<file path="src/rtl/ivc_pkg.sv">
package ivc_pkg;

    localparam int IRQ_N   = 32;
    localparam int VEC_W   = $clog2(IRQ_N);
    localparam int ADDR_W  = 8;
    localparam int DATA_W  = 32;

    localparam logic [ADDR_W-1:0] OFS_CTRL = 8'h00;
    localparam logic [ADDR_W-1:0] OFS_VEC  = 8'h04;
    localparam logic [ADDR_W-1:0] OFS_STAT = 8'h08;
    localparam logic [ADDR_W-1:0] OFS_PSET = 8'h14;

    localparam int NONE_BIT      = DATA_W - 1;
    localparam int CTL_ROUTE_BIT = 0;
    localparam int CTL_ERREN_BIT = 1;
    localparam int CTL_EVEC_LSB  = 8;

    typedef struct packed {
        logic [VEC_W-1:0] err_vec;
        logic             err_en;
        logic             route_local;
    } ctrl_t;

    function automatic logic [DATA_W-1:0] ctrl_pack(ctrl_t c);
        logic [DATA_W-1:0] w;
        w = '0;
        w[CTL_ROUTE_BIT] = c.route_local;
        w[CTL_ERREN_BIT] = c.err_en;
        w[CTL_EVEC_LSB +: VEC_W] = c.err_vec;
        return w;
    endfunction

    function automatic ctrl_t ctrl_unpack(logic [DATA_W-1:0] w);
        ctrl_t c;
        c.route_local = w[CTL_ROUTE_BIT];
        c.err_en      = w[CTL_ERREN_BIT];
        c.err_vec     = w[CTL_EVEC_LSB +: VEC_W];
        return c;
    endfunction

    function automatic logic [IRQ_N-1:0] vec_mask(logic [VEC_W-1:0] v);
        logic [IRQ_N-1:0] m;
        m = '0;
        m[v] = 1'b1;
        return m;
    endfunction

endpackage

</file>
<file path="src/rtl/irq_status_reg.sv">
module irq_status_reg #(
    parameter int N = 32
) (
    input  logic         clk,
    input  logic         rst,
    input  logic [N-1:0] set_i,
    input  logic [N-1:0] clr_i,
    output logic [N-1:0] status_o
);
    logic [N-1:0] status_q;

    // raise dominates retire on the same bit
    always_ff @(posedge clk) begin
        if (rst) status_q <= '0;
        else     status_q <= (status_q & ~clr_i) | set_i;
    end

    assign status_o = status_q;
endmodule

</file>
<file path="src/rtl/irq_prio_enc.sv">
module irq_prio_enc #(
    parameter int N = 32,
    parameter int W = $clog2(N)
) (
    input  logic [N-1:0] bits_i,
    output logic [W-1:0] vec_o,
    output logic         none_o
);
    // scan from lowest priority up so the lowest index overrides
    always_comb begin
        vec_o = '0;
        for (int i = N - 1; i >= 0; i--) begin
            if (bits_i[i]) vec_o = W'(i);
        end
    end

    assign none_o = ~|bits_i;
endmodule

</file>
<file path="src/rtl/irq_route.sv">
module irq_route #(
    parameter int N = 32
) (
    input  logic         clk,
    input  logic         rst,
    input  logic         route_local_i,
    input  logic [N-1:0] set_i,
    input  logic [N-1:0] status_i,
    output logic         irq_o,
    output logic         pkt_valid_o,
    output logic [N-1:0] pkt_bits_o
);
    logic [N-1:0] fresh;
    logic         pkt_v_q;
    logic [N-1:0] pkt_b_q;

    assign fresh = set_i & ~status_i;

    always_ff @(posedge clk) begin
        if (rst) begin
            pkt_v_q <= 1'b0;
            pkt_b_q <= '0;
        end else begin
            pkt_v_q <= ~route_local_i & (|fresh);
            pkt_b_q <= route_local_i ? '0 : fresh;
        end
    end

    assign irq_o       = route_local_i & (|status_i);
    assign pkt_valid_o = pkt_v_q;
    assign pkt_bits_o  = pkt_b_q;
endmodule

</file>
<file path="src/rtl/ivc_top.sv">
module ivc_top
    import ivc_pkg::*;
#(
    parameter int NUM_IRQ = ivc_pkg::IRQ_N
) (
    input  logic              clk,
    input  logic              rst,
    input  logic              reg_we,
    input  logic [ADDR_W-1:0] reg_addr,
    input  logic [DATA_W-1:0] reg_wdata,
    output logic [DATA_W-1:0] reg_rdata,
    input  logic              err_evt,
    output logic              irq_out,
    output logic              pkt_valid,
    output logic [DATA_W-1:0] pkt_bits
);
    localparam int VW = $clog2(NUM_IRQ);

    ctrl_t              ctrl_q;
    logic [NUM_IRQ-1:0] status_q;
    logic [NUM_IRQ-1:0] set_w;
    logic [NUM_IRQ-1:0] clr_w;
    logic [VW-1:0]      vec_w;
    logic               none_w;
    logic [NUM_IRQ-1:0] pkt_b_w;

    logic wr_ctrl, wr_vec, wr_stat, wr_pset;
    assign wr_ctrl = reg_we && (reg_addr == OFS_CTRL);
    assign wr_vec  = reg_we && (reg_addr == OFS_VEC);
    assign wr_stat = reg_we && (reg_addr == OFS_STAT);
    assign wr_pset = reg_we && (reg_addr == OFS_PSET);

    always_ff @(posedge clk) begin
        if (rst)          ctrl_q <= '0;
        else if (wr_ctrl) ctrl_q <= ctrl_unpack(reg_wdata);
    end

    always_comb begin
        set_w = '0;
        if (wr_pset) set_w = reg_wdata[NUM_IRQ-1:0];
        if (err_evt && ctrl_q.err_en)
            set_w = set_w | NUM_IRQ'(vec_mask(ctrl_q.err_vec));
    end

    always_comb begin
        clr_w = '0;
        if (wr_stat) clr_w = reg_wdata[NUM_IRQ-1:0];
        if (wr_vec)  clr_w = NUM_IRQ'(vec_mask(reg_wdata[VEC_W-1:0]));
    end

    irq_status_reg #(.N(NUM_IRQ)) u_stat (
        .clk     (clk),
        .rst     (rst),
        .set_i   (set_w),
        .clr_i   (clr_w),
        .status_o(status_q)
    );

    irq_prio_enc #(.N(NUM_IRQ), .W(VW)) u_enc (
        .bits_i(status_q),
        .vec_o (vec_w),
        .none_o(none_w)
    );

    irq_route #(.N(NUM_IRQ)) u_route (
        .clk          (clk),
        .rst          (rst),
        .route_local_i(ctrl_q.route_local),
        .set_i        (set_w),
        .status_i     (status_q),
        .irq_o        (irq_out),
        .pkt_valid_o  (pkt_valid),
        .pkt_bits_o   (pkt_b_w)
    );

    always_comb begin
        pkt_bits = '0;
        pkt_bits[NUM_IRQ-1:0] = pkt_b_w;
    end

    always_comb begin
        reg_rdata = '0;
        case (reg_addr)
            OFS_CTRL: reg_rdata = ctrl_pack(ctrl_q);
            OFS_VEC: begin
                reg_rdata[NONE_BIT] = none_w;
                reg_rdata[VW-1:0]   = vec_w;
            end
            OFS_STAT, OFS_PSET: reg_rdata[NUM_IRQ-1:0] = status_q;
            default: reg_rdata = '0;
        endcase
    end
endmodule

</file>
<file path="config.mk">
export PLATFORM = sky130hd
export DESIGN_NAME = ivc_top
export DESIGN_NICKNAME = d
export VERILOG_FILES = /design/src/rtl/ivc_pkg.sv /design/src/rtl/irq_status_reg.sv /design/src/rtl/irq_prio_enc.sv /design/src/rtl/irq_route.sv /design/src/rtl/ivc_top.sv
export SDC_FILE = /design/constraint.sdc
export NUM_CORES = 1
export LEC_CHECK = 0
export ABC_CLOCK_PERIOD_IN_PS = 2100
export CORE_MARGIN = 2
export CORE_UTILIZATION = 44
export DETAILED_ROUTE_END_ITERATION = 10
export PLACE_DENSITY = 0.83
export SLEW_MARGIN = 20
export SYNTH_ARGS = -nofsm -noshare
export SYNTH_HDL_FRONTEND = slang
export SYNTH_SLANG_ARGS = --single-unit
export TNS_END_PERCENT = 10
</file>
<file path="constraint.sdc">
create_clock -name clk -period 2.1 [get_ports clk]
set_clock_uncertainty 0.2 [all_clocks]
set_input_delay 0.42 -clock clk [delete_from_list [all_inputs] [get_ports clk]]
set_output_delay 0.42 -clock clk [all_outputs]
set_load 0.02 [all_outputs]
</file>
==> impl_results.md <==
- Hold Crit Start: u_stat.status_o[21]
- Clock Latency Late Sink: 0.37 ns
- Peak Freq: 380 MHz
- Vias per inst: 6.37
- Critical Path Fanout Max: 2
- Sequential-to-total area share from yosys stat: 35.6%
- Worst setup margin: -0.531 ns
- Ys Warns: 0
- Worst-Margin Slew: 0.781 ns
- Final min period: 2.63 ns
- CP max-delay cell: dfxtp_4
- IO buf count: 109
- Post-synthesis mux area share: 0%
- CP required: between 1 and 1.5 ns
- Nets: 824
- Worst setup EP type: output pin
- Critical Path Start Type: register
- Min-Delay Endpoint: u_route.pkt_bits_o[21]
- Post-synthesis cell area: roughly 0.0040 mm2
- Reg2reg path depth: 6
- CP Class: reg2out
- Maximum clock path buffer count: 2
- Routed Antenna Nets: 0
- R2r setup slk: -0.23 ns
- Synth Area in Compound Gates: a little over a fifth
- Crit path DAT: 2.01 ns
- Yosys reg bits: 72
- Core area: 0.00906 mm2
- Post-synthesis simple-gate area fraction: 36.3%
- Post-route DRC: 0
- CTS root buf: clkbuf_8
- Post-synth top area share: 35.6%
- Outcome: finished, violations left
- Boundary pin count: 110
- Synth-to-layout area growth: 75.2%
- First drt pass iteration count: 6
- Overall power: 3.14 mW
- H-tree levels: 3
- Top cells by area, synth: dfxtp_1 (36%), nand2_1 (6.7%), a21oi_1 (6.3%)
- Worst rel slew slack: 47.9%
- Netlist cell types: between 50 and 60
- Pre-CTS WS: -1.20 ns
- Final setup violation count: 34
- Routed len/inst: 22.8 um
- Post-synth EDFFs: 0
- CTS clk-pin slew, worst paths: 0.09 ns
- Reg2reg end: u_route.pkt_valid_o
- Avg Cell Area, Syn: 7.70 um2
- Failing checks: setup timing
- Final GP Congestion: 1.08
- Post-DP HPWL: 14.6 mm
- Max Cap Viol: 0
- Top FF cell, synth: dfxtp_1
- Final slew viol count: 0
- Share of layout cells above drive strength 1: 40.3%
- CTS Sinks: 72
- TNS Setup: -7.95 ns
- 1st-iter DRT viols: 636
- Vias in the first global route: between 5,000 and 6,000
- Overall routed net length: 20.5 mm
- VDD IR max: about 350 uV
- Row count: 35
- Starting Density: 44.7%
- Die ar.: 0.00999 mm2
- CTS tree: built
- Hold Crit Class: reg2reg
- Leak pwr: ~2.9 nW
- CP Cell Sequence: nor2_4 > o31ai_4 > a211oi_2 > o311ai_1 > buf_4 > a31oi_4 > o21ai_2 > buf_6
- # fillers: 632
- Largest net degree at the start of global routing: 40
- Die Width: 99.9 um
- Die Y: 99.9 um
- Unrepaired setup endpoints after global routing: yes
- Total CTS buffers: 9
- Hold path cells: 1
- Syn Inst Count: 526
- Antenna diodes: 0
- XOR/XNOR Fraction of Synth Area: 0%
- Post-synthesis adder-cell area fraction: 0%
- Power per cell area: 442 mW/mm2
- Global-route wire length before repair: 30.1 mm
- Post-synth top cells: dfxtp_1 (72), nand2_1 (72), a21oi_1 (51)
- CP delay by family, top: compound AO/OA/AOI/OAI gates
- Syn_nets: 570
- Worst path bufs/invs: 2
- Largest family of logic cells by synthesized area: simple AND/OR/NAND/NOR gates
- Ys async rst share: 0%
- Via count: 5,705
- Worst r2r src: ctrl_q[3]
- Final Cycle Share: 125%
- Slowest stage delay, CP: 0.37 ns
- Cell taking the most area after synthesis: dfxtp_1
- GRT overflow: 0
- CTS Hold Bufs: 0
- All-Layer GR Usage: 39.8%
- Final Hold Viols: 0
- Initial antenna violation count: 0
==> state kept, by name (all words and copies together), names as in the netlist <==
signal,cells
u_route.pkt_valid_o,1
u_route.pkt_bits_o,32
ctrl_q,7
u_stat.status_o,32
==> worst reg2reg max path, delay by kind of cell (launching register included) <==
kind	cells	cell delay, ns
and+or+nand+nor	2	0.69
DFF	1	0.57
AOI/OAI and AO/OA	3	0.55
buffers and inverters	1	0.18
==> metal layers <==
layer / vias to the layer above / share of wire (%) / track usage (%)
met1: 2717 / 38 / 51.9
met5: - / 0 / 0
met2: 428 / 46 / 63.5
li1: 2458 / - / -
met4: 0 / 5.1 / 19.1
met3: 102 / 10 / 7.59
==> cells in the final DEF, fill, tap and decap left out, types with 11 or more instances in the layout <==
master and count:
nor3_1 30, nor2_1 31, buf_4 161, and2_1 14, buf_6 36, nand4_1 14, dfxtp_1 66, nand2_1 68
clkdlybuf4s50_1 67, nand3_1 29, inv_1 15, a21oi_1 48, nor3_2 11
==> through the flow <==
stage	std cells	area (um2)	utilization [%]	hold slack, ns
3_5_place_dp	866	6400	70.6	0.309
6_report	896	7100	78.3	0.322
5_1_grt	896	7100	78.3	0.328
2_1_floorplan	526	4190	-	0.222
4_1_cts	892	6930	76.5	0.310
3_3_place_gp	866	6400	70.6	0.308
==> what timing repair did <==
action                     in CTS  in global routing
gates resized for setup       273                 36
cloned                          2                  0
pin swaps                      25                 24
setup endpoints to repair      93                 62
setup buffers                   8                  4
==> worst max path at each step <==
stage	slack, ns	from	end	cells after the start
3_5_place_dp	-1.20	reg_addr[1]	reg_rdata[31]	8
4_1_cts	-0.48	u_stat.status_o[29]	reg_rdata[31]	7
5_1_grt	-0.59	u_stat.status_o[13]	reg_rdata[0]	7
2_1_floorplan	-0.17	reg_addr[1]	reg_rdata[31]	6
3_3_place_gp	-1.15	reg_addr[1]	reg_rdata[31]	8
6_report	-0.53	u_stat.status_o[30]	reg_rdata[1]	8
==> logic make-up after synthesis <==
logic type | after synthesis
compound gates | 125
buf+inv | 54
flops | 72
simple gates | 275
==> where the power goes <==
part | leakage [nW] | switching [mW] | internal (mW) | total [mW]
Combinational | 2.17 | 0.170 | 0.145 | 0.315
Clock | 0.123 | 0.627 | 0.829 | 1.46
Sequential | 0.583 | 0.00147 | 1.36 | 1.36
==> layout make-up <==
type	instances	area [um2]	share of cell area, %
Clock buffer	10	138	1.94
Clock inverter	6	115	1.62
Inverter	18	67.6	0.952
Multi-Input combinational cell	400	2730	38.5
Sequential cell	72	1450	20.5
Tap cell	111	139	1.96
Timing Repair Buffer	279	2450	34.5
(Power assumes the default switching activity.)
